<file path="config.mk">
export PLATFORM = sky130hd
export DESIGN_NAME = fetch_addr_sel
export DESIGN_NICKNAME = d
export VERILOG_FILES = /design/src/rtl/fas_pkg.sv /design/src/rtl/fas_predict.sv /design/src/rtl/fas_ctrl.sv /design/src/rtl/fas_addr_path.sv /design/src/rtl/fetch_addr_sel.sv
export SDC_FILE = /design/constraint.sdc
export NUM_CORES = 1
export LEC_CHECK = 0
export ABC_CLOCK_PERIOD_IN_PS = 3350
export BUFFER_PORTS_ARGS = -buffer_cell sky130_fd_sc_hd__buf_4
export CAP_MARGIN = 20
export CORE_MARGIN = 2
export CORE_UTILIZATION = 41
export DETAILED_ROUTE_END_ITERATION = 6
export GPL_TIMING_DRIVEN = 0
export PLACE_DENSITY = 0.66
export SETUP_SLACK_MARGIN = 0.15
export SYNTH_ARGS = -nofsm -noshare
export SYNTH_HDL_FRONTEND = slang
export SYNTH_SLANG_ARGS = --single-unit
</file>
<file path="constraint.sdc">
create_clock -name clk -period 3.35 [get_ports clk]
set_clock_uncertainty 0.15 [all_clocks]
set_input_delay 0.67 -clock clk [delete_from_list [all_inputs] [get_ports clk]]
set_output_delay 0.67 -clock clk [all_outputs]
set_load 0.005 [all_outputs]
</file>
<file path="src/rtl/fas_pkg.sv">
package fas_pkg;

    typedef enum logic [0:0] {
        ST_SEQ   = 1'b0,
        ST_CHECK = 1'b1
    } fas_state_t;

    typedef enum logic [2:0] {
        SRC_SEQ  = 3'd0,
        SRC_PRED = 3'd1,
        SRC_FIX  = 3'd2,
        SRC_RFI  = 3'd3,
        SRC_IRQ  = 3'd4
    } fas_src_t;

endpackage

</file>
<file path="src/rtl/fas_predict.sv">
// Static direction guess: unconditional always taken, conditional taken
// only when the displacement points backward.
module fas_predict (
    input  logic is_cond,
    input  logic disp_neg,
    output logic guess_taken
);
    always_comb begin
        guess_taken = !is_cond || disp_neg;
    end
endmodule

</file>
<file path="src/rtl/fas_ctrl.sv">
module fas_ctrl
    import fas_pkg::*;
(
    input  logic       clk,
    input  logic       rst_n,
    input  logic       stall,
    input  logic       irq_req,
    input  logic       rfi_req,
    input  logic       ex_br_valid,
    input  logic       ex_br_cond,
    input  logic       guess_taken,
    input  logic       ex_cond_taken,
    output fas_src_t   src_sel,
    output logic       load_fix,
    output logic       flush
);
    fas_state_t state_q, state_n;
    logic       wrong_q, wrong_n;
    logic       fix_due;

    // State register
    always_ff @(posedge clk or negedge rst_n) begin
        if (!rst_n) begin
            state_q <= ST_SEQ;
            wrong_q <= 1'b0;
        end else if (!stall) begin
            state_q <= state_n;
            wrong_q <= wrong_n;
        end
    end

    // Next state and outputs
    always_comb begin
        fix_due  = (state_q == ST_CHECK) && wrong_q;
        state_n  = ST_SEQ;
        wrong_n  = 1'b0;
        load_fix = 1'b0;
        flush    = fix_due && !stall;
        src_sel  = SRC_SEQ;

        if (irq_req) begin
            src_sel = SRC_IRQ;
        end else if (rfi_req) begin
            src_sel = SRC_RFI;
        end else if (fix_due) begin
            src_sel = SRC_FIX;
        end else if (ex_br_valid && guess_taken) begin
            src_sel = SRC_PRED;
        end

        unique case (state_q)
            ST_SEQ, ST_CHECK: begin
                // accept_cond / resolve
                if (!irq_req && !rfi_req && !fix_due && ex_br_valid && ex_br_cond) begin
                    state_n  = ST_CHECK;
                    wrong_n  = (guess_taken != ex_cond_taken);
                    load_fix = 1'b1;
                end
            end
        endcase
    end
endmodule

</file>
<file path="src/rtl/fas_addr_path.sv">
module fas_addr_path
    import fas_pkg::*;
#(
    parameter int              ADDR_W    = 32,
    parameter int              STEP      = 4,
    parameter logic [ADDR_W-1:0] RESET_VEC = '0,
    parameter logic [ADDR_W-1:0] IRQ_VEC   = '0
) (
    input  logic              clk,
    input  logic              rst_n,
    input  logic              stall,
    input  fas_src_t          src_sel,
    input  logic              load_fix,
    input  logic              ex_cond_taken,
    input  logic [ADDR_W-1:0] ex_target,
    input  logic [ADDR_W-1:0] rfi_addr,
    output logic [ADDR_W-1:0] fetch_addr
);
    localparam logic [ADDR_W-1:0] STEP_V     = ADDR_W'(STEP);
    localparam logic [ADDR_W-1:0] ALIGN_MASK = ~(STEP_V - ADDR_W'(1));

    logic [ADDR_W-1:0] pc_q, fix_q, pc_n, seq_addr, tgt_al, rfi_al;

    always_comb begin
        seq_addr = pc_q + STEP_V;
        tgt_al   = ex_target & ALIGN_MASK;
        rfi_al   = rfi_addr & ALIGN_MASK;
        pc_n     = seq_addr;
        unique case (src_sel)
            SRC_IRQ:  pc_n = IRQ_VEC;
            SRC_RFI:  pc_n = rfi_al;
            SRC_FIX:  pc_n = fix_q;
            SRC_PRED: pc_n = tgt_al;
            SRC_SEQ:  pc_n = seq_addr;
            default:  pc_n = seq_addr;
        endcase
    end

    always_ff @(posedge clk or negedge rst_n) begin
        if (!rst_n) begin
            pc_q  <= RESET_VEC;
            fix_q <= RESET_VEC;
        end else if (!stall) begin
            pc_q <= pc_n;
            if (load_fix) begin
                fix_q <= ex_cond_taken ? tgt_al : seq_addr;
            end
        end
    end

    assign fetch_addr = pc_q;
endmodule

</file>
<file path="src/rtl/fetch_addr_sel.sv">
module fetch_addr_sel
    import fas_pkg::*;
#(
    parameter int              ADDR_W    = 32,
    parameter int              STEP      = 4,
    parameter logic [ADDR_W-1:0] RESET_VEC = '0,
    parameter logic [ADDR_W-1:0] IRQ_VEC   = ADDR_W'(32'h0000_0800)
) (
    input  logic              clk,
    input  logic              rst_n,
    input  logic              stall,
    input  logic              irq_req,
    input  logic              rfi_req,
    input  logic [ADDR_W-1:0] rfi_addr,
    input  logic              ex_br_valid,
    input  logic              ex_br_cond,
    input  logic              ex_disp_neg,
    input  logic              ex_cond_taken,
    input  logic [ADDR_W-1:0] ex_target,
    output logic [ADDR_W-1:0] fetch_addr,
    output logic              flush
);
    fas_src_t src_sel;
    logic     guess_taken;
    logic     load_fix;

    fas_predict u_pred (
        .is_cond     (ex_br_cond),
        .disp_neg    (ex_disp_neg),
        .guess_taken (guess_taken)
    );

    fas_ctrl u_ctrl (
        .clk           (clk),
        .rst_n         (rst_n),
        .stall         (stall),
        .irq_req       (irq_req),
        .rfi_req       (rfi_req),
        .ex_br_valid   (ex_br_valid),
        .ex_br_cond    (ex_br_cond),
        .guess_taken   (guess_taken),
        .ex_cond_taken (ex_cond_taken),
        .src_sel       (src_sel),
        .load_fix      (load_fix),
        .flush         (flush)
    );

    fas_addr_path #(
        .ADDR_W    (ADDR_W),
        .STEP      (STEP),
        .RESET_VEC (RESET_VEC),
        .IRQ_VEC   (IRQ_VEC)
    ) u_path (
        .clk           (clk),
        .rst_n         (rst_n),
        .stall         (stall),
        .src_sel       (src_sel),
        .load_fix      (load_fix),
        .ex_cond_taken (ex_cond_taken),
        .ex_target     (ex_target),
        .rfi_addr      (rfi_addr),
        .fetch_addr    (fetch_addr)
    );
endmodule

</file>
Word-level counts from Yosys, hierarchy flattened
Index checks and enable logic that the tools add are counted.
{ "totals": {"register_bits": 66} }
{ "classes": {"addsub": 1, "n_eq_ne": 5, "muxes": 8, "bitwise": 1, "reduce_logical": 14} }
{ "op_table": {"columns": ["op", "n"], "rows": [
  ["$pmux W32 S4", 1],
  ["$add A32 B3 Y32 const B", 1],
  ["$mux W32", 1],
  ["$mux W3", 3],
  ["$logic_and A1 B1 Y1", 7],
  ["$eq A3 B2 Y1 const B", 2],
  ["$logic_not A1 Y1", 5],
  ["$eq A3 B1 Y1 const B", 1],
  ["$eq A3 B3 Y1 const B", 1],
  ["$mux W1", 3],
  ["$reduce_and A2 Y1", 1],
  ["$logic_or A1 B1 Y1", 1],
  ["$ne A1 B1 Y1", 1],
  ["$not A1 Y1", 1]
]} }

Longest topological paths before layout
{ "logic_depth": {"ltp_word": 9, "depth_mapped": 8, "mapped_depth_nobuf": 6} }

Cells and area by module
Synthesis repeated with hierarchy kept, for this count alone.
{ "hier_totals": {"hier_cells": 547, "area_unflattened_um2": 4675.7} }
{ "by_module_without_submodules": {"columns": ["mod", "instances", "cells_per_inst", "area_each_um2", "seq_area_each_um2"], "rows": [
  ["fas_addr_path", 1, 529, 4526.8, 1601.5],
  ["fas_ctrl", 1, 17, 142.6, 50.0],
  ["fas_predict", 1, 1, 6.3, 0.0]
]} }

Worst setup path after synthesis
OpenSTA, ideal clock, no wires.
{ "synth_timing": {"kind": "input-to-reg", "from": "input port rfi_req", "to": "register u_path.fix_q[22]", "setup_time_ns": 0.069, "arrival_ns": 2.226, "slack_ns": 0.906, "stages": 6, "cell_sequence": "clkbuf_1 a211o_1 or3_1 clkbuf_1 or4_1 nand3_1"} }
{ "synth_between": {"elab_chain_cells": 7} }
{ "synth_rtl": {"columns": ["element", "line", "text"], "rows": [
  ["start: declaration", "fetch_addr_sel.sv:13", "input logic rfi_req,"],
  ["$logic_not A1 Y1", "fas_ctrl.sv:54", "if (!irq_req && !rfi_req && !fix_due && ex_br_valid && ex_br_cond) begin"],
  ["$logic_and A1 B1 Y1 (4 in series)", "fas_ctrl.sv:54", null],
  ["$mux W1", "fas_ctrl.sv:54", null],
  ["$reduce_and A2 Y1 (no source line)", null, null],
  ["end signal: assignment", "fas_addr_path.sv:46", "fix_q <= ex_cond_taken ? tgt_al : seq_addr;"],
  ["end: declaration", "fas_addr_path.sv:22", "logic [ADDR_W-1:0] pc_q, fix_q, pc_n, seq_addr, tgt_al, rfi_al;"]
]} }
No other way between the ends.
A chain may end at the register's enable or synchronous reset.

Worst setup path after layout
{ "layout_timing": {"from": "input port stall", "to": "output port flush"} }
{ "layout_between": {"elab_chain_cells": 2} }
{ "layout_rtl": {"columns": ["element", "line", "text"], "rows": [
  ["start: declaration", "fetch_addr_sel.sv:11", "input logic stall,"],
  ["$logic_not A1 Y1", null, null],
  ["$logic_and A1 B1 Y1", "fas_ctrl.sv:38", "flush = fix_due && !stall;"],
  ["end: declaration", "fetch_addr_sel.sv:21", "output logic flush"]
]} }
No other way between the ends.

==> results.toml <==
[run_status]
status = "finished clean"

[sta]
setup_ws_ns = 0.233
relSlewSlack = 0.279
setup_tns_ns = 0
finalCritPeriodShare = 0.930
hold_viol_final = 0
timing.fmax_mhz = 321
drv_slew = 0
worst_pin_slew_ns = 1.07
rsz0062_at_grt = "no"
finalSetupViolCount = 0
fin_crit_ns = 3.12

[global_route]
grt.overflow.total = 0
antenna_found_initial = 0
grt_max_degree = 67
grt_first_pass_wirelength_microns = 29700
grt.total_usage = 0.313
grt_pass1_vias = 5092

[floorplanning]
core-area_sq_um = 10900
die_h_microns = 110
row_count = 38
dieArea_sq_um = 12200
ios = 106
die_w_microns = 110
start_util = 0.425

[setup_path]
endpoint_kind = "primary output"
r2r_cells = 7
critical_path_class = "in -> out"
critPathBufInv = 5
cp-start-kind = "input pin"
cp_slowest_cell = "clkbuf_1"
reg2reg_from = "u_ctrl.wrong_q$_DFFE_PN0N_"
critPathRequiredTime_ns = 2.53
r2r_setup_slack_ns = 0.38
path_depth = 6
arrival_ns = 2.30
cp_max_fo = 10
critical_path.cell_chain = "buf_4 -> clkbuf_1 -> clkbuf_2 -> clkbuf_2 -> nor2_1 -> buf_4"
cp_top_family = "buffers and inverters"
max_stage_delay_ns = 0.45
rr_endpoint = "u_path.fetch_addr[18]$_DFFE_PN0N_"

[logic_synthesis]
ys_seq_elements = 66
ys_warn_count = 0
async_flop_share = 1.00
syn_area_per_cell_sq_um = 7.92
synth_edf_count = 0
netlist_area_sq_um = 4640
synth_commonest_cells = "nand2_1 (73), dfrtp_1 (66), a21oi_1 (51), o21ai_0 (42), clkbuf_1 (41)"
synth_top_area_share = 0.356
yosys.cell_count.top_type = "nand2_1"
synth_nets = 660
synth_top_area_cell = "dfrtp_1"
synthFlopType = "dfrtp_1"
syn_inst = 586
synth_cell_type_count = 60
synthTopCellsByArea = "dfrtp_1 (36%), nand2_1 (5.9%), a21oi_1 (5.5%)"
yosysSeqAreaShare = 0.356

[drt]
vias = 5546
first_iter_violations = 674
routedWlPerCell_microns = 23.3
routed_wl_microns = 19600
postRouteAntennaNets = 0
avgViaCountPerCell = 6.59
drc = 0
first_pass_iters = 5

[placement]
port_buffers = 100
gp_congestion = 0.930
dp_hpwl_microns = 13500
pre_cts_ws_ns = -0.0392
place_area_sq_um = 5570
dp.cells = 826

[clock_network]
ctsHtreeMaxLevel = 3
cts_hold_buf = 0
tritoncts = "done"
cts_setup_buffers = 0
worstSkewPairLatency_ns = 0.34
cts.sinks = 66
cts_max_path_buffers = 2
clk_pin_slew_ns = 0.06
cts-root-buf = "clkbuf_16"
cts_made_buffers = 9

[cells_and_area]
fin_util = 0.538
final_cells = 842
final_nets = 771
syn_to_final_growth_pct = 26.6
final_cell_area_sq_um = 5880
fillers = 1086
drive_above_1_share = 0.191
diodes = 0

[pwr]
peakVddDrop_uv = 187
pwr_density_cell_nw_per_um2 = 434
p_leak_nw = 2.52

[hold_path]
hold_class = "in -> async"

[run]
maxCapViolations = 0
==> report_power, final <==
part	internal, mW	total, mW	switching [mW]
clock network	0.617	0.976	0.359
registers	0.916	1.03	0.112
logic	0.245	0.547	0.302
==> per-stage QoR <==
stage	power (mW)	hold WS, ns
6_report	2.55	0.292
2_1_floorplan	1.29	0.224
3_3_place_gp	1.55	0.308
5_1_grt	2.64	0.340
4_1_cts	2.53	0.326
3_5_place_dp	1.57	0.314
==> worst register-to-register path, stage by stage, from the launching register on <==
cell and delay [ns]:
dfrtp_1 0.38, clkbuf_1 0.22, a211oi_1 0.89, o21ai_0 0.32, buf_2 0.32, nor4b_1 0.32, a211oi_1 0.09, o21ai_0 0.20
==> how the worst max path moves through the flow <==
stage | start | to | slack [ns]
finish | stall | flush | 0.23
global route | stall | flush | 0.21
CTS | stall | flush | 0.21
detailed placement | stall | flush | -0.04
global placement | stall | flush | -0.02
floorplan | rfi_req | u_path.fix_q[22]$_DFFE_PN0P_ | 0.91
==> cells by family (layout without fill, tap and decap cells) <==
| kind of cell | after synthesis | count (layout) | share of synthesized area |
|---|---|---|---|
| AND/OR/NAND/NOR | 241 | 241 | 0.280 |
| multiplexers | 8 | 8 | 0.0172 |
| AO/OA/AOI/OAI | 183 | 183 | 0.250 |
| adder cells (fa/ha/maj) | 1 | 1 | 0.00269 |
| XOR/XNOR | 20 | 20 | 0.0377 |
| buffers and inverters | 67 | 183 | 0.0566 |
| flip-flops | 66 | 66 | 0.356 |
==> cell usage in the layout (no fill, tap or decap), drive strengths merged, types with 3 or more instances in the layout <==
| cell | netlist | final |
|---|---|---|
| buf | 6 | 106 |
| nand2 | 73 | 73 |
| dfrtp | 66 | 66 |
| clkbuf | 45 | 59 |
| a21oi | 51 | 51 |
| o21ai | 43 | 43 |
| nor2 | 37 | 37 |
| nand3 | 24 | 24 |
| nor3 | 19 | 19 |
| and3 | 17 | 17 |
| xnor2 | 16 | 16 |
| inv | 15 | 15 |
| o22ai | 14 | 14 |
| nand4 | 14 | 14 |
| nand3b | 10 | 10 |
| o31a | 9 | 9 |
| nor4 | 9 | 9 |
| mux2i | 8 | 8 |
| o211ai | 7 | 7 |
| and4 | 7 | 7 |
| nor2b | 7 | 7 |
| a211oi | 7 | 7 |
| a22oi | 6 | 6 |
| o21a | 6 | 6 |
| a31oi | 6 | 6 |
| o31ai | 6 | 6 |
| nand4b | 5 | 5 |
| o22a | 5 | 5 |
| nand2b | 4 | 4 |
| xor2 | 4 | 4 |
| a221oi | 4 | 4 |
| or4 | 4 | 4 |
| and2 | 3 | 3 |
| a311oi | 3 | 3 |
| o2bb2ai | 3 | 3 |
==> sequential cells by signal (all words and copies together) (netlist names) <==
register / count
u_path.fetch_addr: 32
u_ctrl.state_q: 1
u_path.fix_q: 32
u_ctrl.wrong_q: 1
==> metal layers <==
metal	routed length [microns]	up-vias	track usage
met5	0	-	0
met4	599	0	0.121
met3	2480	55	0.0642
met2	8640	456	0.466
met1	7900	2653	0.448
li1	-	2382	-
==> layout make-up <==
cell class	instances	area, sq um	area share
plain buffers	51	205	0.0349
clock buffers	14	264	0.0449
clock inverters	2	35.0	0.00596
inverters	16	60.1	0.0102
multi-input cells	453	2740	0.466
flip-flops and latches	66	1650	0.281
well taps	140	175	0.0298
repair buffers	100	751	0.128
==> timing repair <==
action | in CTS | in global routing
setup endpoints to repair | 1 | 7
cloned | 0 | 0
resized for setup | 1 | 4
(Power assumes the default switching activity.)
